<file path="src/rtl/twi_mtx_pkg.sv">
`timescale 1ns/1ps
package twi_mtx_pkg;
    localparam int BYTE_W = 8;

    localparam logic [7:0] ST_START     = 8'h08;
    localparam logic [7:0] ST_ADDR_ACK  = 8'h18;
    localparam logic [7:0] ST_ADDR_NACK = 8'h20;
    localparam logic [7:0] ST_DATA_ACK  = 8'h28;
    localparam logic [7:0] ST_DATA_NACK = 8'h30;
    localparam logic [7:0] ST_ARB_LOST  = 8'h38;
    localparam logic [7:0] ST_NONE      = 8'hF8;

    localparam int CB_FLAG  = 7;
    localparam int CB_START = 5;
    localparam int CB_STOP  = 4;
    localparam int CB_EN    = 2;
    localparam int CB_IE    = 0;

    typedef enum logic [2:0] {
        S_IDLE, S_STA_A, S_STA_B, S_HOLD, S_BIT, S_STO_A, S_STO_B, S_STO_C
    } mst_state_e;

    typedef struct packed {
        logic flag;
        logic start;
        logic stop;
        logic wcol;
        logic en;
        logic ie;
    } ctrl_t;

    function automatic logic [7:0] byte_code(input logic is_addr, input logic acked);
        if (is_addr) return acked ? ST_ADDR_ACK : ST_ADDR_NACK;
        return acked ? ST_DATA_ACK : ST_DATA_NACK;
    endfunction

    function automatic logic [7:0] pack_ctrl(input ctrl_t c);
        return {c.flag, 1'b0, c.start, c.stop, c.wcol, c.en, 1'b0, c.ie};
    endfunction
endpackage

</file>
<file path="src/rtl/twi_mtx_tick.sv">
`timescale 1ns/1ps
module twi_mtx_tick #(
    parameter int DIV_W = 8
) (
    input  logic             clk,
    input  logic             rst,
    input  logic             run,
    input  logic [DIV_W-1:0] div,
    output logic             tick
);
    logic [DIV_W-1:0] cnt;

    assign tick = run && (cnt == div);

    always_ff @(posedge clk) begin
        if (rst || !run || tick) cnt <= '0;
        else                     cnt <= cnt + 1'b1;
    end
endmodule

</file>
<file path="src/rtl/twi_mtx_shift.sv">
`timescale 1ns/1ps
module twi_mtx_shift #(
    parameter int W = 8
) (
    input  logic         clk,
    input  logic         rst,
    input  logic         load,
    input  logic [W-1:0] din,
    input  logic         step,
    output logic         bit_o,
    output logic         ack_slot
);
    localparam int CW = $clog2(W + 1);

    logic [W-1:0]  sr;
    logic [CW-1:0] idx;

    assign ack_slot = (idx == CW'(W));
    assign bit_o    = ack_slot ? 1'b1 : sr[W-1];

    always_ff @(posedge clk) begin
        if (rst) begin
            sr  <= '0;
            idx <= '0;
        end else if (load) begin
            sr  <= din;
            idx <= '0;
        end else if (step) begin
            sr  <= {sr[W-2:0], 1'b1};
            idx <= idx + 1'b1;
        end
    end
endmodule

</file>
<file path="src/rtl/twi_mtx_ctrl.sv">
`timescale 1ns/1ps
module twi_mtx_ctrl
    import twi_mtx_pkg::*;
#(
    parameter int DIV_W = 8
) (
    input  logic             clk,
    input  logic             rst,
    input  logic             wr_en,
    input  logic             wr_sel,
    input  logic [7:0]       wr_data,
    input  logic [DIV_W-1:0] scl_div,
    input  logic             scl_i,
    input  logic             sda_i,
    output logic             scl_o,
    output logic             sda_o,
    output logic [7:0]       ctrl_o,
    output logic [7:0]       status_o,
    output logic             irq_o
);
    mst_state_e  st;
    ctrl_t       cr;
    logic [BYTE_W-1:0] dreg;
    logic [7:0]  stat_q;
    logic [7:0]  set_code;
    logic [1:0]  ph;
    logic        is_addr, samp, scl_q, sda_q;
    logic        tick, run, sh_load, sh_step, sh_bit, sh_ack;
    logic        ctrl_wr, data_wr, start_go, sta_done, lost, byte_end, set_flag;

    assign ctrl_wr  = wr_en && !wr_sel;
    assign data_wr  = wr_en && wr_sel;
    assign run      = (st != S_IDLE) && (st != S_HOLD);
    assign start_go = (st == S_IDLE) && cr.en && cr.start && !cr.flag && scl_i && sda_i;
    assign sta_done = cr.en && (st == S_STA_B) && tick;
    assign lost     = cr.en && (st == S_BIT) && tick && (ph == 2'd3) && !sh_ack && sda_q && !samp;
    assign byte_end = cr.en && (st == S_BIT) && tick && (ph == 2'd3) && sh_ack;
    assign sh_step  = (st == S_BIT) && tick && (ph == 2'd3) && !sh_ack && !lost;
    assign sh_load  = (st == S_HOLD) && !cr.flag && !cr.stop;
    assign set_flag = sta_done || lost || byte_end;

    always_comb begin
        if (st == S_STA_B) set_code = ST_START;
        else if (lost)     set_code = ST_ARB_LOST;
        else               set_code = byte_code(is_addr, !samp);
    end

    twi_mtx_tick #(.DIV_W(DIV_W)) u_tick (
        .clk(clk), .rst(rst), .run(run), .div(scl_div), .tick(tick)
    );

    twi_mtx_shift #(.W(BYTE_W)) u_shift (
        .clk(clk), .rst(rst), .load(sh_load), .din(dreg), .step(sh_step),
        .bit_o(sh_bit), .ack_slot(sh_ack)
    );

    // host-visible registers; hardware events take priority
    always_ff @(posedge clk) begin
        if (rst) begin
            cr     <= '0;
            dreg   <= '0;
            stat_q <= ST_NONE;
        end else begin
            if (ctrl_wr) begin
                cr.en    <= wr_data[CB_EN];
                cr.ie    <= wr_data[CB_IE];
                cr.start <= wr_data[CB_START];
                cr.stop  <= wr_data[CB_STOP];
                if (wr_data[CB_FLAG]) cr.flag <= 1'b0;
            end
            if (data_wr) begin
                cr.wcol <= !cr.flag;
                if (cr.flag) dreg <= wr_data;
            end
            if (set_flag)
                stat_q <= set_code;
            else if (ctrl_wr && wr_data[CB_FLAG])
                stat_q <= ST_NONE;
            if (set_flag) cr.flag <= 1'b1;
            if (sta_done) cr.start <= 1'b0;
            if (st == S_STO_C && tick) cr.stop <= 1'b0;
        end
    end

    // bus sequencer
    always_ff @(posedge clk) begin
        if (rst || !cr.en) begin
            st      <= S_IDLE;
            ph      <= '0;
            is_addr <= 1'b0;
            samp    <= 1'b1;
            scl_q   <= 1'b1;
            sda_q   <= 1'b1;
        end else begin
            unique case (st)
                S_IDLE:  if (start_go) st <= S_STA_A;
                S_STA_A: if (tick) begin sda_q <= 1'b0; st <= S_STA_B; end
                S_STA_B: if (tick) begin scl_q <= 1'b0; is_addr <= 1'b1; st <= S_HOLD; end
                S_HOLD: begin
                    if (!cr.flag) begin
                        ph <= '0;
                        st <= cr.stop ? S_STO_A : S_BIT;
                    end
                end
                S_BIT: begin
                    if (tick) begin
                        ph <= ph + 1'b1;
                        unique case (ph)
                            2'd0: sda_q <= sh_bit;
                            2'd1: scl_q <= 1'b1;
                            2'd2: samp  <= sda_i;
                            2'd3: begin
                                scl_q <= 1'b0;
                                if (lost) begin
                                    scl_q <= 1'b1;
                                    sda_q <= 1'b1;
                                    st    <= S_IDLE;
                                end else if (sh_ack) begin
                                    is_addr <= 1'b0;
                                    st      <= S_HOLD;
                                end
                            end
                        endcase
                    end
                end
                S_STO_A: if (tick) begin sda_q <= 1'b0; st <= S_STO_B; end
                S_STO_B: if (tick) begin scl_q <= 1'b1; st <= S_STO_C; end
                S_STO_C: if (tick) begin sda_q <= 1'b1; st <= S_IDLE; end
                default: st <= S_IDLE;
            endcase
        end
    end

    assign scl_o    = scl_q;
    assign sda_o    = sda_q;
    assign ctrl_o   = pack_ctrl(cr);
    assign status_o = stat_q;
    assign irq_o    = cr.flag && cr.ie;
endmodule

</file>
<file path="config.mk">
export PLATFORM = sky130hd
export DESIGN_NAME = twi_mtx_ctrl
export DESIGN_NICKNAME = d
export VERILOG_FILES = /design/src/rtl/twi_mtx_pkg.sv /design/src/rtl/twi_mtx_tick.sv /design/src/rtl/twi_mtx_shift.sv /design/src/rtl/twi_mtx_ctrl.sv
export SDC_FILE = /design/constraint.sdc
export NUM_CORES = 1
export LEC_CHECK = 0
export BUFFER_PORTS_ARGS = -buffer_cell sky130_fd_sc_hd__buf_2
export CORE_MARGIN = 8
export CORE_UTILIZATION = 40
export CTS_CLUSTER_DIAMETER = 40
export CTS_CLUSTER_SIZE = 12
export DETAILED_ROUTE_END_ITERATION = 12
export PLACE_DENSITY = 0.67
export SLEW_MARGIN = 25
export SYNTH_ARGS = -nofsm -noshare
export SYNTH_HDL_FRONTEND = slang
export SYNTH_SLANG_ARGS = --single-unit
</file>
<file path="constraint.sdc">
create_clock -name clk -period 4.2 [get_ports clk]
set_input_delay 0.42 -clock clk [delete_from_list [all_inputs] [get_ports clk]]
set_output_delay 0.42 -clock clk [all_outputs]
set_load 0.01 [all_outputs]
</file>
Word level (Yosys, flattened, before mapping)
Index checks and enable logic that the tools add are counted.
- input port bits: 22
- logic and storage cells: 160
- register bits: 51
- reduce and logical (&&, ||, !) cells: 63
- add/subtract/negate cells: 3
- muxes and demuxes: 48
- eq/ne operators: 29
- operator list (operator ; count):
    $mux 8 ; 8
    $mux 3 ; 12
    $logic_and 1x1->1 ; 27
    $pmux 3 s8 ; 1
    $ne 2x2->1 const B ; 10
    $mux 1 ; 17
    $eq 3x3->1 const B ; 4
    $reduce_and 6->1 ; 2
    $reduce_bool 2->1 ; 6
    $reduce_and 10->1 ; 1
    $reduce_bool 3->1 ; 3
    $add 8x1->8 const B ; 1
    $eq 8x8->1 ; 1
    $logic_not 1->1 ; 8
    $reduce_or 2->1 ; 4
    $eq 3x2->1 const B ; 2
    $mux 6 ; 1
    $ne 3x1->1 const B ; 2
    $ne 3x3->1 const B ; 2
    $pmux 1 s2 ; 3
    $pmux 1 s3 ; 2
    $reduce_and 3->1 ; 2
    $logic_or 1x1->1 ; 5
    $mux 5 ; 1
    14 further kinds ; 18

Longest topological paths before layout
- word-level depth: 14
- mapped depth: 8
- depth with buffers taken out: 7

Modules after synthesis
From an unflattened synthesis, not the netlist that was laid out.
- cell total of the unflattened synthesis: 286
- area, all modules: 2507.4 um^2
- by module, submodules not included (module ; cells an instance ; area an instance (um^2) ; times used):
    twi_mtx_ctrl ; 180 ; 1446.4 ; 1
    twi_mtx_shift ; 58 ; 579.3 ; 1
    twi_mtx_tick ; 48 ; 481.7 ; 1

Worst setup path before layout
Ideal clock, no wire load.
- kind: register to register
- from: reg ph[0]
- to: reg u_shift.idx[3]
- cell stages (with the launch flop): 7
- period minus slack after synthesis: 1.980 ns
- path slack: 2.220 ns
- arrival: 1.857 ns
- data required time: 4.077 ns
- setup time: 0.123 ns
- cell sequence: dfxtp_1 ha_1 nand4bb_4 a311o_1 nor3_4 nand4_1 mux2_1
- word-level cells in the longest chain between the ends: 7
- elaborated cells on any way between the ends: 9
- RTL lines (what ; RTL line ; source):
    start, declared ; twi_mtx_ctrl.sv:26 ; logic [1:0] ph;
    start signal, assigned ; twi_mtx_ctrl.sv:107 ; ph <= ph + 1'b1;
    $eq 2x2->1 * ; twi_mtx_ctrl.sv:36, twi_mtx_ctrl.sv:38 ;
    $logic_and 1x1->1 (4 in series) ; twi_mtx_ctrl.sv:36 ; assign lost = cr.en && (st == S_BIT) && tick && (ph == 2'd3) && !sh_ack && sda_q && !samp;
    $logic_not 1->1 ; twi_mtx_ctrl.sv:38 ; assign sh_step = (st == S_BIT) && tick && (ph == 2'd3) && !sh_ack && !lost;
    $logic_and 1x1->1 * ; twi_mtx_ctrl.sv:38 ;
    end signal, assigned ; twi_mtx_shift.sv:30 ; idx <= idx + 1'b1;
    end, declared ; twi_mtx_shift.sv:16 ; logic [CW-1:0] idx;
Every way passes the cells marked *; elsewhere a longest branch is shown, timed or not.
A chain may end at the register's enable or synchronous reset.

Final worst setup path
Same ends and word-level chain as after synthesis.

==> run summary <==
Routed vias/inst: 5.239
Worst-path fanout max: 18
Vias: 2085
Setup Fix Bufs, Post-CTS: 0
Final Hold Viols: 0
Mapped Area: 0.002525 mm²
Cts-stage hold buffer count: 0
Ys flop type: dfxtp_1
PwrDens: 312.5 mW/mm²
Pre-Repair DR Iteration Count: 4
Mapped Cells: 295
Final setup skew: 0.005346 ns
Clock Latency Late Sink: 0.30 ns
Diodes inserted: 0
CP Cell Sequence: ha_1, nand4bb_4, a311o_1, nor3_4, nand4_1, mux2_1
Actual slew at the worst max-slew pin: 0.9308 ns
Grt ovf: 0
DPL Wire Length: 4193 µm
Initial antenna violation count: 0
Worst vdd ir: 0.1880 mV
Critical setup path kind: reg2reg
Detail Route Antenna Nets: 0
Slowest-stage cell, CP: nor3_4
GP Congestion: 0.8489
Commonest non-fill, non-tap cells in the layout: dfxtp_1 (47), nor2_1 (37), buf_2 (35), nand2_1 (28), nor3_1 (15)
Status: complete, no violations
Hold Slack: 0.3456 ns
Synth unique cells: 54
Iteration-0 DRC Markers: 154
H-tree depth: 2
Die Y: 95.45 µm
Die width: 95.45 µm
Die area: 0.009111 mm²
Detailed Route WL: 5631 µm
Longest Clk Path Bufs: 2
Initial Utilization: 40.46%
Synth top area share: 37.26%
Cell area after layout: 0.002821 mm²
# rows: 29
Synth top area cells: dfxtp_1 (37%), nor2_1 (5.5%), mux2i_1 (4.8%)
Yosys top cell by area: dfxtp_1
Hold Path Class: in2reg
Synthesized area per cell: 8.559 µm²
Final setup violation count: 0
Seq/Total Area, Yosys: 37.26%
CP Data Required Time: 4.40 ns
Max frequency: 0.3866 GHz
Largest net degree at the start of global routing: 33
Critical Path Max Stage Delay: 0.65 ns
RSZ-0062 raised after global routing: no
Resized cells post-CTS: 0
Fin nets: 350
Root buf cell: clkbuf_8
Fillers: 649
Vias in the first global route: 2012
FF-to-FF setup slack: 1.61 ns
CTS Sinks: 47
Worst hold stages: 3
Slew headroom: 37.82%
Worst Setup Start Kind: flop
Lkg Pwr: 0.001015 µW
Input/output buffers: 35
Endpoint class of the critical path: flop
Period minus WS final: 2.587 ns
Tcrit/Tclk final: 61.59%
IO Pins: 41
Slew Limit Fails: 0
# DRC: 0
Number of synthesized register bits: 47
Area growth, synth to finish: 11.74%
Share of post-route cells with drive strength above 1: 17.13%
Core Region: 0.006241 mm²
GRT Util Overall: 13.03%
Synth async-reset ratio: 0%
Cts bufs inserted: 5
Commonest non-fill, non-tap cell in the layout: dfxtp_1
Setup WS pre-CTS: 1.625 ns
Per-cell routed wire length: 14.15 µm
Setup TNS: 0 ns
FF-to-FF path depth: 6
Pwr Total: 881.6 µW
CTS tree: yes
First-pass GRT wire length: 9439 µm
Final worst slack: 1.613 ns
Post-synth EDFFs: 0
Max cap viols: 0
Placed Area: 0.002689 mm²
Reg clk slew, reported paths: 0.09 ns
CP arrival: 2.78 ns
Yosys warnings: 0
[sequential cells by signal, indices dropped and copies added (netlist names)]
name         cells
status_o         4
ctrl_o           6
samp             1
sda_o            1
u_shift.sr       8
ph               2
scl_o            1
dreg             8
is_addr          1
st               3
u_shift.idx      4
u_tick.cnt       8
[power breakdown]
part	internal, µW	switching (µW)
Clock	238	155
Sequential	448	2.93
Combinational	16.4	22.0
Total	702	180
[area by class of cell]
cell class                 count  area (µm²)  share of cell area, %
clock inverter                 2       60.06                  2.129
tap                           77       96.34                  3.415
timing repair buffer          35       175.2                  6.208
inverter                      12       45.04                  1.596
multi-input combinational    219        1431                  50.73
sequential                    47       940.9                  33.35
clock buffer                   6       72.57                  2.572
[final timing paths]
check,end,from
setup reg to reg,u_shift.idx[3]$_SDFFE_PP0P_,ph[0]$_SDFFE_PP0P_
hold reg to reg,scl_o$_SDFFE_PP1P_,scl_o$_SDFFE_PP1P_
setup / recovery,u_shift.idx[3]$_SDFFE_PP0P_,ph[0]$_SDFFE_PP0P_
hold / removal,dreg[1]$_SDFFE_PP0P_,wr_data[1]
[Yosys cell counts (all sizes together) (4+ instances only)]
master / n
a2111oi: 7
a21oi: 14
buf: 13
clkbuf: 8
dfxtp: 47
ha: 8
inv: 12
mux2i: 12
nand2: 28
nand3: 12
nand4: 5
nor2: 38
nor2b: 4
nor3: 17
nor4: 4
o21ai: 8
o41ai: 4
xnor2: 12
xor2: 5
[metrics by stage]
| stage | utilization, % | std cells |
|---|---|---|
| 6_report | 45.21 | 398 |
| 3_3_place_gp | 43.08 | 390 |
| 3_5_place_dp | 43.08 | 390 |
| 4_1_cts | 45.21 | 398 |
| 2_1_floorplan | - | 299 |
| 5_1_grt | 45.21 | 398 |
[worst max-delay path: cells and delay by family, from the launching register on]
family	cells	cell delay, ns
AOI/OAI and AO/OA	1	0.39
adders and majority gates	1	0.38
DFF	1	0.39
muxes	1	0.33
and+or+nand+nor	3	0.98
[per-layer routing]
layer | wire length, µm | track usage [%] | share of wire [%] | vias to the layer above
li1 | - | - | - | 1072
met1 | 2659 | 16.09 | 47 | 960
met3 | 306 | 4.488 | 5.4 | 5
met4 | 41 | 3.201 | 0.73 | 0
met2 | 2624 | 21.23 | 47 | 48
met5 | 0 | 0 | 0 | -
[logic make-up after synthesis]
group	Yosys count	share of synthesized area, %
AND/OR/NAND/NOR	125	24.93
other	1	0.1485
flip-flops	47	37.26
XOR/XNOR	17	5.897
adder cells (fa/ha/maj)	9	4.361
multiplexers	13	5.203
AO/OA/AOI/OAI	50	15.56
buffers and inverters	33	6.640
(Power assumes the default switching activity.)
